==> src/rtl/reglatch_pkg.sv <==
package reglatch_pkg;

    typedef enum logic [1:0] {
        SRC_IN2_AND_IDX = 2'b00,
        SRC_IN3         = 2'b01,
        SRC_IN2         = 2'b10,
        SRC_IDX         = 2'b11
    } trig_src_e;

    typedef enum logic [1:0] {
        EDGE_RISE = 2'b00,
        EDGE_FALL = 2'b01,
        EDGE_BOTH = 2'b10,
        EDGE_OFF  = 2'b11
    } edge_mode_e;

    typedef enum logic [1:0] {
        DIR_NONE = 2'b00,
        DIR_REV  = 2'b01,
        DIR_FWD  = 2'b10,
        DIR_ANY  = 2'b11
    } dir_mode_e;

    // Field order fixes the bit positions software writes.
    typedef struct packed {
        logic [3:0] filt_steps;  // [11:8]
        logic       spare;       // [7]
        dir_mode_e  dir;         // [6:5]
        edge_mode_e edge_m;      // [4:3]
        trig_src_e  src;         // [2:1]
        logic       enc_sel;     // [0]
    } latch_cfg_t;

    localparam int CFG_W          = $bits(latch_cfg_t);
    localparam int FILT_STEPS_MAX = 15;
    localparam int N_STROBES      = 2;

    typedef struct packed {
        logic idx;
        logic in3;
        logic in2;
    } strobe_t;

    function automatic logic dir_allows(dir_mode_e m, logic fwd);
        case (m)
            DIR_REV: return !fwd;
            DIR_FWD: return fwd;
            DIR_ANY: return 1'b1;
            default: return 1'b0;
        endcase
    endfunction

    function automatic logic edge_fires(edge_mode_e m, logic now, logic prev);
        case (m)
            EDGE_RISE: return now && !prev;
            EDGE_FALL: return !now && prev;
            EDGE_BOTH: return now != prev;
            default:   return 1'b0;
        endcase
    endfunction

endpackage

==> src/rtl/rl_sync.sv <==
module rl_sync #(
    parameter int W      = 3,
    parameter int STAGES = 2
) (
    input  logic         clk,
    input  logic         rst,
    input  logic [W-1:0] d,
    output logic [W-1:0] q
);
    logic [W-1:0] stg [STAGES];

    always_ff @(posedge clk) begin
        if (rst) begin
            for (int k = 0; k < STAGES; k++) stg[k] <= '0;
        end else begin
            stg[0] <= d;
            for (int k = 1; k < STAGES; k++) stg[k] <= stg[k-1];
        end
    end

    assign q = stg[STAGES-1];
endmodule

==> src/rtl/rl_stable_filter.sv <==
module rl_stable_filter #(
    parameter int CNT_W = 8
) (
    input  logic             clk,
    input  logic             rst,
    input  logic [CNT_W-1:0] limit,
    input  logic             din,
    output logic             dout
);
    localparam logic [CNT_W-1:0] ONE = CNT_W'(1);

    logic             level_q;
    logic [CNT_W-1:0] cnt_q;

    always_ff @(posedge clk) begin
        if (rst) begin
            level_q <= 1'b0;
            cnt_q   <= '0;
        end else if (limit == '0) begin
            level_q <= din;
            cnt_q   <= '0;
        end else if (din == level_q) begin
            cnt_q   <= '0;
        end else if (cnt_q >= limit - ONE) begin
            level_q <= din;
            cnt_q   <= '0;
        end else begin
            cnt_q   <= cnt_q + ONE;
        end
    end

    assign dout = (limit == '0) ? din : level_q;

    // the hold counter never reaches the configured window
    p_cnt_bound_r6: assert property (@(posedge clk) disable iff (rst)
        (limit != '0 && $stable(limit)) |-> (cnt_q < limit));
endmodule

==> src/rtl/rl_trigger.sv <==
module rl_trigger
    import reglatch_pkg::*;
(
    input  logic       clk,
    input  logic       rst,
    input  trig_src_e  src,
    input  edge_mode_e edge_m,
    input  logic       in2_f,
    input  logic       in3_f,
    input  logic       idx_s,
    output logic       evt
);
    logic sel_sig;
    logic prev_q;

    always_comb begin
        case (src)
            SRC_IN2_AND_IDX: sel_sig = in2_f & idx_s;
            SRC_IN3:         sel_sig = in3_f;
            SRC_IN2:         sel_sig = in2_f;
            default:         sel_sig = idx_s;
        endcase
    end

    always_ff @(posedge clk) begin
        if (rst) prev_q <= 1'b0;
        else     prev_q <= sel_sig;
    end

    assign evt = edge_fires(edge_m, sel_sig, prev_q);

    // the disabled edge mode never yields an event
    p_edge_off_r4: assert property (@(posedge clk) disable iff (rst)
        (edge_m == EDGE_OFF) |-> !evt);
endmodule

==> src/rtl/rl_capture.sv <==
module rl_capture
    import reglatch_pkg::*;
#(
    parameter int POS_W = 32
) (
    input  logic             clk,
    input  logic             rst,
    input  logic             arm_req,
    input  logic             disarm_req,
    input  logic             evt,
    input  logic             enc_sel,
    input  dir_mode_e        dir,
    input  logic [POS_W-1:0] enc0_pos,
    input  logic [POS_W-1:0] enc1_pos,
    input  logic             enc0_fwd,
    input  logic             enc1_fwd,
    output logic [POS_W-1:0] cap_pos,
    output logic             cap_done
);
    logic             armed_q;
    logic             fire;
    logic             sel_fwd;
    logic [POS_W-1:0] sel_pos;

    assign sel_fwd = enc_sel ? enc1_fwd : enc0_fwd;
    assign sel_pos = enc_sel ? enc1_pos : enc0_pos;
    assign fire    = armed_q && evt && dir_allows(dir, sel_fwd);

    always_ff @(posedge clk) begin
        if (rst) begin
            armed_q  <= 1'b0;
            cap_done <= 1'b0;
            cap_pos  <= '0;
        end else if (disarm_req) begin
            armed_q  <= 1'b0;
        end else if (arm_req) begin
            armed_q  <= 1'b1;
            cap_done <= 1'b0;
        end else if (fire) begin
            armed_q  <= 1'b0;
            cap_done <= 1'b1;
            cap_pos  <= sel_pos;
        end
    end

    // an arm write clears the done flag
    p_arm_clears_r7: assert property (@(posedge clk) disable iff (rst)
        (arm_req && !disarm_req) |=> !cap_done);

    // done can only rise from the armed state
    p_capture_needs_arm_r7: assert property (@(posedge clk) disable iff (rst)
        $rose(cap_done) |-> $past(armed_q));

    // a held result stays put until the next arm
    p_oneshot_r8: assert property (@(posedge clk) disable iff (rst)
        (cap_done && !arm_req) |=> $stable(cap_pos));

    // disarm (alone or with arm) blocks capture in that cycle
    p_disarm_wins_r9: assert property (@(posedge clk) disable iff (rst)
        disarm_req |=> ($stable(cap_done) && $stable(cap_pos)));
endmodule

==> src/rtl/pos_capture_latch.sv <==
module pos_capture_latch
    import reglatch_pkg::*;
#(
    parameter int POS_W       = 32,
    parameter int STEP_CYCLES = 10,
    parameter int SYNC_STAGES = 2
) (
    input  logic             clk,
    input  logic             rst,
    input  logic [POS_W-1:0] enc0_pos,
    input  logic [POS_W-1:0] enc1_pos,
    input  logic             enc0_fwd,
    input  logic             enc1_fwd,
    input  logic             enc0_index,
    input  logic             dig_in2,
    input  logic             dig_in3,
    input  logic [CFG_W-1:0] cfg_word,
    input  logic             ctl_wr,
    input  logic [1:0]       ctl_word,
    output logic [POS_W-1:0] cap_pos,
    output logic             cap_done
);
    localparam int CNT_W = $clog2(FILT_STEPS_MAX * STEP_CYCLES + 1);

    latch_cfg_t       cfg;
    strobe_t          raw;
    strobe_t          synced;
    logic [CNT_W-1:0] filt_lim;
    logic             filt_in  [N_STROBES];
    logic             filt_out [N_STROBES];
    logic             evt;

    assign cfg      = latch_cfg_t'(cfg_word);
    assign filt_lim = CNT_W'(cfg.filt_steps) * CNT_W'(STEP_CYCLES);

    assign raw.idx = enc0_index;
    assign raw.in3 = dig_in3;
    assign raw.in2 = dig_in2;

    rl_sync #(.W($bits(strobe_t)), .STAGES(SYNC_STAGES)) u_sync (
        .clk (clk),
        .rst (rst),
        .d   (raw),
        .q   (synced)
    );

    assign filt_in[0] = synced.in2;
    assign filt_in[1] = synced.in3;

    for (genvar i = 0; i < N_STROBES; i++) begin : g_filt
        rl_stable_filter #(.CNT_W(CNT_W)) u_filt (
            .clk   (clk),
            .rst   (rst),
            .limit (filt_lim),
            .din   (filt_in[i]),
            .dout  (filt_out[i])
        );
    end

    rl_trigger u_trig (
        .clk    (clk),
        .rst    (rst),
        .src    (cfg.src),
        .edge_m (cfg.edge_m),
        .in2_f  (filt_out[0]),
        .in3_f  (filt_out[1]),
        .idx_s  (synced.idx),
        .evt    (evt)
    );

    rl_capture #(.POS_W(POS_W)) u_cap (
        .clk        (clk),
        .rst        (rst),
        .arm_req    (ctl_wr && ctl_word[0]),
        .disarm_req (ctl_wr && ctl_word[1]),
        .evt        (evt),
        .enc_sel    (cfg.enc_sel),
        .dir        (cfg.dir),
        .enc0_pos   (enc0_pos),
        .enc1_pos   (enc1_pos),
        .enc0_fwd   (enc0_fwd),
        .enc1_fwd   (enc1_fwd),
        .cap_pos    (cap_pos),
        .cap_done   (cap_done)
    );

    // outputs are cleared one cycle after reset is seen
    p_reset_clear_r1: assert property (@(posedge clk)
        rst |=> (cap_done == 1'b0 && cap_pos == '0));
endmodule

==> config.mk <==
export PLATFORM = sky130hd
export DESIGN_NAME = pos_capture_latch
export DESIGN_NICKNAME = d
export VERILOG_FILES = /design/src/rtl/reglatch_pkg.sv /design/src/rtl/rl_sync.sv /design/src/rtl/rl_stable_filter.sv /design/src/rtl/rl_trigger.sv /design/src/rtl/rl_capture.sv /design/src/rtl/pos_capture_latch.sv
export SDC_FILE = /design/constraint.sdc
export NUM_CORES = 1
export LEC_CHECK = 0
export BUFFER_PORTS_ARGS = -buffer_cell sky130_fd_sc_hd__buf_2
export CAP_MARGIN = 20
export CORE_MARGIN = 5
export CORE_UTILIZATION = 45
export DETAILED_ROUTE_END_ITERATION = 7
export HOLD_SLACK_MARGIN = 0.02
export PLACE_DENSITY = 0.86
export SETUP_SLACK_MARGIN = 0.15
export SLEW_MARGIN = 20
export SYNTH_ARGS = -nofsm -noshare
export SYNTH_HDL_FRONTEND = slang
export SYNTH_SLANG_ARGS = --single-unit
==> constraint.sdc <==
create_clock -name clk -period 3.84 [get_ports clk]
set_clock_uncertainty 0.1 [all_clocks]
set_input_delay 0.384 -clock clk [delete_from_list [all_inputs] [get_ports clk]]
set_output_delay 0.384 -clock clk [all_outputs]
set_load 0.03 [all_outputs]
# Yosys cells after proc, flatten, opt, wreduce, memory -nomap -nowiden
# Memories as Yosys holds them, arrays and structs flattened.
# Index checks and enable logic that the tools add are counted.
# W data, S select, Z words.
op_classes:
  muxes: 22
  reduce_logical: 22
  n_bitwise: 5
  eq_ne: 12
  multipliers: 1
  addsub: 3
  n_lt_le_gt_ge: 2
ops:
  columns: ["op", "count"]
  rows:
  - ["$mux W32", 1]
  - ["$add A8 B1 Y8 const B", 2]
  - ["$ge A8 B8 Y1", 2]
  - ["$mux W1", 16]
  - ["$pmux W1 S3", 3]
  - ["$eq A2 B2 Y1 const B", 4]
  - ["$logic_not A8 Y1", 1]
  - ["$reduce_or A4 Y1", 2]
  - ["$sub A8 B1 Y8 const B", 1]
  - ["$mul A4 B3 Y7 const B", 1]
  - ["$eq A2 B1 Y1 const B", 3]
  - ["$logic_and A1 B1 Y1", 6]
  - ["$mux W3", 2]
  - ["$reduce_and A2 Y1", 3]
  - ["$reduce_bool A2 Y1", 3]
  - ["$logic_not A2 Y1", 2]
  - ["$ne A2 B2 Y1 const B", 2]
  - ["$logic_not A1 Y1", 3]
  - ["$reduce_and A3 Y1", 1]
  - ["$eq A1 B1 Y1", 2]
  - ["$not A1 Y1", 2]
  - ["$or A1 B1 Y1", 2]
  - ["$reduce_or A2 Y1", 1]
  - ["$and A1 B1 Y1", 1]
  - ["$ne A1 B1 Y1", 1]
totals:
  memories: 1
  out_inout_bits: 33
  register_bits: 53
  in_bits: 86
  mem_bits_rw: 6
  wordCells: 76
memory_table:
  columns: ["memory", "depth", "word_bits", "read_ports", "rd_clocked_by_memory_dff", "write_ports", "line", "text"]
  rows:
  - ["u_sync.stg", 2, 3, 2, 0, 2, "rl_sync.sv:10", "logic [W-1:0] stg [STAGES];"]

# Longest topological paths before layout
logic_depth:
  word_depth: 12
  mapped_depth: 15
  mapped_depth_nobuf: 13

# Modules after synthesis
# A second synthesis with hierarchy kept.
hier_totals:
  cells_unflattened: 397
  hier_area_um2: 3792.4
by_module_without_submodules:
  columns: ["mod", "instances", "cells_each", "area_per_inst_um2", "seq_area_each_um2"]
  rows:
  - ["rl_capture", 1, 199, 1991.9, 680.7]
  - ["rl_stable_filter (g_filt[0].u_filt)", 1, 78, 718.2, 180.2]
  - ["rl_stable_filter (g_filt[1].u_filt)", 1, 77, 668.1, 180.2]
  - ["rl_sync", 1, 15, 180.2, 120.1]
  - ["pos_capture_latch", 1, 15, 121.4, 0.0]
  - ["rl_trigger", 1, 13, 112.6, 20.0]

# Least setup slack after synthesis
# OpenSTA, ideal clock, no wires.
synth_timing:
  path_kind: "input port to flip-flop"
  start: "in cfg_word[9]"
  end: "reg u_cap.cap_pos[31]"
  stages: 13
  slack_ns: 0.111
  setup_time_ns: 0.121
  arrival_time_ns: 3.508
  required_time_ns: 3.619
  path_buffers: 1
  path_cell_list: "ha_1 -> ha_1 -> inv_1 -> fa_1 -> xor2_1 -> o2111ai_2 -> mux2i_1 -> o211a_1 -> ha_1 -> a221o_1 -> a2111o_1 -> buf_6 -> mux2_2"
synth_via:
  elab_chain_cells: 11
  word_cells_on_any_way: 14
  classes_between: "mul: 1; eq/ne: 1; mux: 4; bitwise: 1; reduce/logical: 7"
synth_lines:
  columns: ["item", "line", "text"]
  rows:
  - ["from (decl)", "pos_capture_latch.sv:17", "input logic [CFG_W-1:0] cfg_word,"]
  - ["$mul A4 B3 Y7 *", "pos_capture_latch.sv:34", "assign filt_lim = CNT_W'(cfg.filt_steps) * CNT_W'(STEP_CYCLES);"]
  - ["$logic_not A8 Y1 *", "rl_stable_filter.sv:32", "assign dout = (limit == '0) ? din : level_q;"]
  - ["$mux W1", "rl_stable_filter.sv:32", null]
  - ["$and A1 B1 Y1", "rl_trigger.sv:18", "SRC_IN2_AND_IDX: sel_sig = in2_f & idx_s;"]
  - ["$pmux W1 S3 *", "rl_trigger.sv:17", "case (src)"]
  - ["via u_trig.sel_sig", "rl_trigger.sv:13", "logic sel_sig;"]
  - ["$logic_not A1 Y1", "reglatch_pkg.sv:56", "EDGE_FALL: return !now && prev;"]
  - ["$logic_and A1 B1 Y1", "reglatch_pkg.sv:56", null]
  - ["$pmux W1 S3 *", "reglatch_pkg.sv:54", "case (m)"]
  - ["$logic_and A1 B1 Y1 * (2 in series)", "rl_capture.sv:27", "assign fire = armed_q && evt && dir_allows(dir, sel_fwd);"]
  - ["$reduce_and A3 Y1 (no source line) *", null, null]
  - ["to (signal assigned)", "rl_capture.sv:42", "cap_pos <= sel_pos;"]
  - ["to (decl)", "rl_capture.sv:17", "output logic [POS_W-1:0] cap_pos,"]
# The timed path passes the listed nets; every way through them passes the cells marked *.
# A chain may end at the register's enable or synchronous reset.

# Worst setup path in the final report
layout_timing:
  start: "in cfg_word[9]"
  end: "reg u_cap.cap_pos[9]"
# Same word-level chain as after synthesis.

==> impl_metrics.tcl <==
set metrics [dict create \
    outcome "finished, final reports clean" \
    vias 2928 \
    hp-class "input port to flop" \
    initial_utilization 0.461 \
    cts_buffers 9 \
    start_kind "input port" \
    diodes 0 \
    syn_nets 461 \
    cp_slowest_cell "a2111o_2" \
    yosysUniqueCellTypes 35 \
    cts.sink_count 59 \
    synth-adder-area-share 0.0926 \
    htreeDepth 3 \
    clkSlewWorstSetupHoldPaths_ps 70 \
    first_global_vias 2986 \
    slowest_delay_ps 580 \
    min_from "dig_in3" \
    cpMostUsedCell "ha_4" \
    hold-path-endpoint "u_sync.stg[0][1]" \
    avgSynthCellArea_sq_um 9.47 \
    hpwlAfterDp_microns 6020 \
    reg2reg_to "u_cap.cap_pos[9]" \
    wire_per_inst_microns 13.7 \
    r2r_slack_ps 1210 \
    grt_first_pass_wirelength_microns 12400 \
    tightest_slew_ps 796 \
    clk_latency_ps 330 \
    netlist_area_sq_mm 0.00333 \
    path_cells "buf_8 -> ha_4 -> ha_4 -> inv_2 -> fa_2 -> xor2_2 -> o2111ai_4 -> mux2i_2 -> o211a_1 -> ha_1 -> a221o_1 -> a2111o_2 -> clkbuf_16 -> mux2i_1" \
    layout.nets 590 \
    synth-edff-count 0 \
    clock.fmax_mhz 278 \
    remaining_drc_errors 0 \
    synthCells 351 \
    holdWs_ps 158 \
    synth-xor-area-share 0.0527 \
    grt_max_degree 41 \
    p_total_mw 1.30 \
    io_pins 119 \
    ys_seq_area_frac 0.355 \
    grt_overflow 0 \
    first_iter_violations 63 \
    reg2reg_depth 8 \
    root_buffer "clkbuf_8" \
    setup_tns_ps 0 \
    drt-pass1-iter-count 6 \
    gp_congestion 0.817 \
    antenna_found_initial 0 \
    cp_max_fo 7 \
    maxSlewViolCount 0 \
    hold_depth 2 \
    ant_nets 0 \
    synth-compound-area-share 0.0666 \
    grt_use_total 0.172 \
    fin_crit_ps 3600 \
    worst-path-buf-inv 3 \
    ir_drop_mv 0.216 \
    dp_cells 562 \
    cp-end-kind "flop" \
    dpl-instance-area_sq_mm 0.00402 \
    r2r-start "u_sync.stg[0][5]" \
    synthArstFlopShare 0 \
    arrival_ps 3720 \
    cts_hold_buf 0 \
    combPwrFrac 0.164 \
    vias_per_cell 5.01 \
    p_int_mw 0.959 \
    yosysWarnings 0 \
    clockBufferDepth 2 \
    die_area_sq_mm 0.00921 \
    syn2layout_area_growth_pct 30.1 \
    cts_tree "done" \
    synth_seq_cells 59 \
    rows 31 \
    p_sw_mw 0.346 \
    hold_viol_final 0 \
    p_seq_frac 0.478 \
    pwr_density_cell_mw_per_mm2 302 \
    crit_family "compound AO/OA/AOI/OAI gates" \
    io_buffers 117 \
    core_sq_mm 0.00721 \
    fin_crit_sh 0.938 \
    fin_cells 584 \
    pwr-share-clk 0.358 \
    max_slew_margin 0.466 \
    swShare 0.265 \
    synth_simple_gate_area_frac 0.163 \
    cp_data_required_time_ps 3950 \
    fp.dieH_microns 96.0 \
    setup_viol 0 \
    muxShareOfSynthArea 0.223 \
    rsz0062_at_grt "true" \
    cap_viol_max_count 0 \
    worstSetupPathType "input port to flop" \
    synth_top_family_by_area "multiplexers" \
    wl_microns 7990 \
    die_w_microns 96.0 \
    synth_ff_type "dfxtp_1" \
    p_leak_nw 2.19 \
    final_area_sq_mm 0.00433 \
    drive_gt1_frac 0.398 \
]
==> what timing repair did <==
action                                  CTS  global route
buffers inserted                          0             3
endpoints found under the setup margin    0            22
hold endpoints to repair                  0             0
resized for setup                         0            15
==> power by group through the flow <==
stage	registers [mW]	logic, mW	clock network [mW]
2_1_floorplan	0.642	0.120	0
3_3_place_gp	0.637	0.192	0
3_5_place_dp	0.637	0.200	0
4_1_cts	0.623	0.202	0.479
5_1_grt	0.624	0.240	0.508
6_report	0.623	0.214	0.467
==> cell families after synthesis <==
logic type	Yosys count
compound gates	29
xor+xnor	20
fa+ha+maj	24
buf+inv	25
flops	59
mux	70
simple gates	124
==> synthesized netlist by cell type (all sizes together) (2+ instances only) <==
master    n  share of area
nand3b    2         0.0045
a21oi     5         0.0075
o211ai    5          0.011
nand2    75          0.085
nand2b    2         0.0060
xor2      9          0.024
clkbuf   11          0.012
dfxtp    59           0.36
ha       23          0.087
xnor2    11          0.029
nand3     8          0.012
nor3     19          0.029
a31oi     2         0.0038
o2111ai   3         0.0098
mux2     32           0.11
a211o     2         0.0053
mux2i    38           0.11
nor2b     7          0.013
buf       6          0.026
o21ai     3         0.0045
a21o      4         0.0090
inv       7         0.0079
nor2     10          0.011
==> flip-flops by register name, summed over array words and instances, names as in the netlist <==
register               cells
u_sync.stg                 6
u_cap.cap_done             1
g_filt.u_filt.level_q      2
g_filt.u_filt.cnt_q       16
u_trig.prev_q              1
u_cap.cap_pos             32
u_cap.armed_q              1
==> through the flow <==
stage	util	worst slack (ps)
3_5_place_dp	0.557	-39.2
5_1_grt	0.600	117
6_report	0.600	237
3_3_place_gp	0.557	35.2
4_1_cts	0.579	309
2_1_floorplan	-	183
==> layer usage <==
metal  routed length [microns]  up-vias  part of all wire  GRT usage
li1                          -     1474                 -          -
met1                      3070     1352              0.38      0.181
met2                      4130       96              0.52      0.299
met3                       694        6             0.087     0.0805
met4                        89        0             0.011     0.0640
met5                         0        -                 0          0
==> final cells by class <==
type,instances,area [sq um]
well taps,99,124
repair buffers,135,788
multi-input cells,267,2040
inverters,8,30.0
flip-flops and latches,59,1180
clock inverters,6,32.5
fillers,642,2890
clock buffers,10,128
==> how the worst max path moves through the flow <==
stage	from	to	cells past startpoint
2_1_floorplan	cfg_word[9]	u_cap.cap_pos[31]	13
3_3_place_gp	cfg_word[9]	u_cap.cap_pos[0]	14
3_5_place_dp	cfg_word[11]	u_cap.cap_pos[29]	14
4_1_cts	cfg_word[9]	u_cap.cap_pos[29]	14
5_1_grt	cfg_word[9]	u_cap.cap_pos[23]	14
6_report	cfg_word[9]	u_cap.cap_pos[9]	14
==> placed cells by master, fill, tap and decap left out, types with 6 or more instances in the layout <==
master	netlist	routed
mux2i_1	38	36
dfxtp_1	59	59
buf_4	0	14
nand2_1	75	75
buf_2	1	115
nor3_1	19	19
nand3_1	8	8
xnor2_1	11	11
nor2b_1	7	7
xor2_1	9	8
clkbuf_8	0	9
nor2_1	10	10
mux2_2	32	32
ha_1	23	20
inv_1	7	6
No activity file was read; power rests on OpenSTA's default activity.
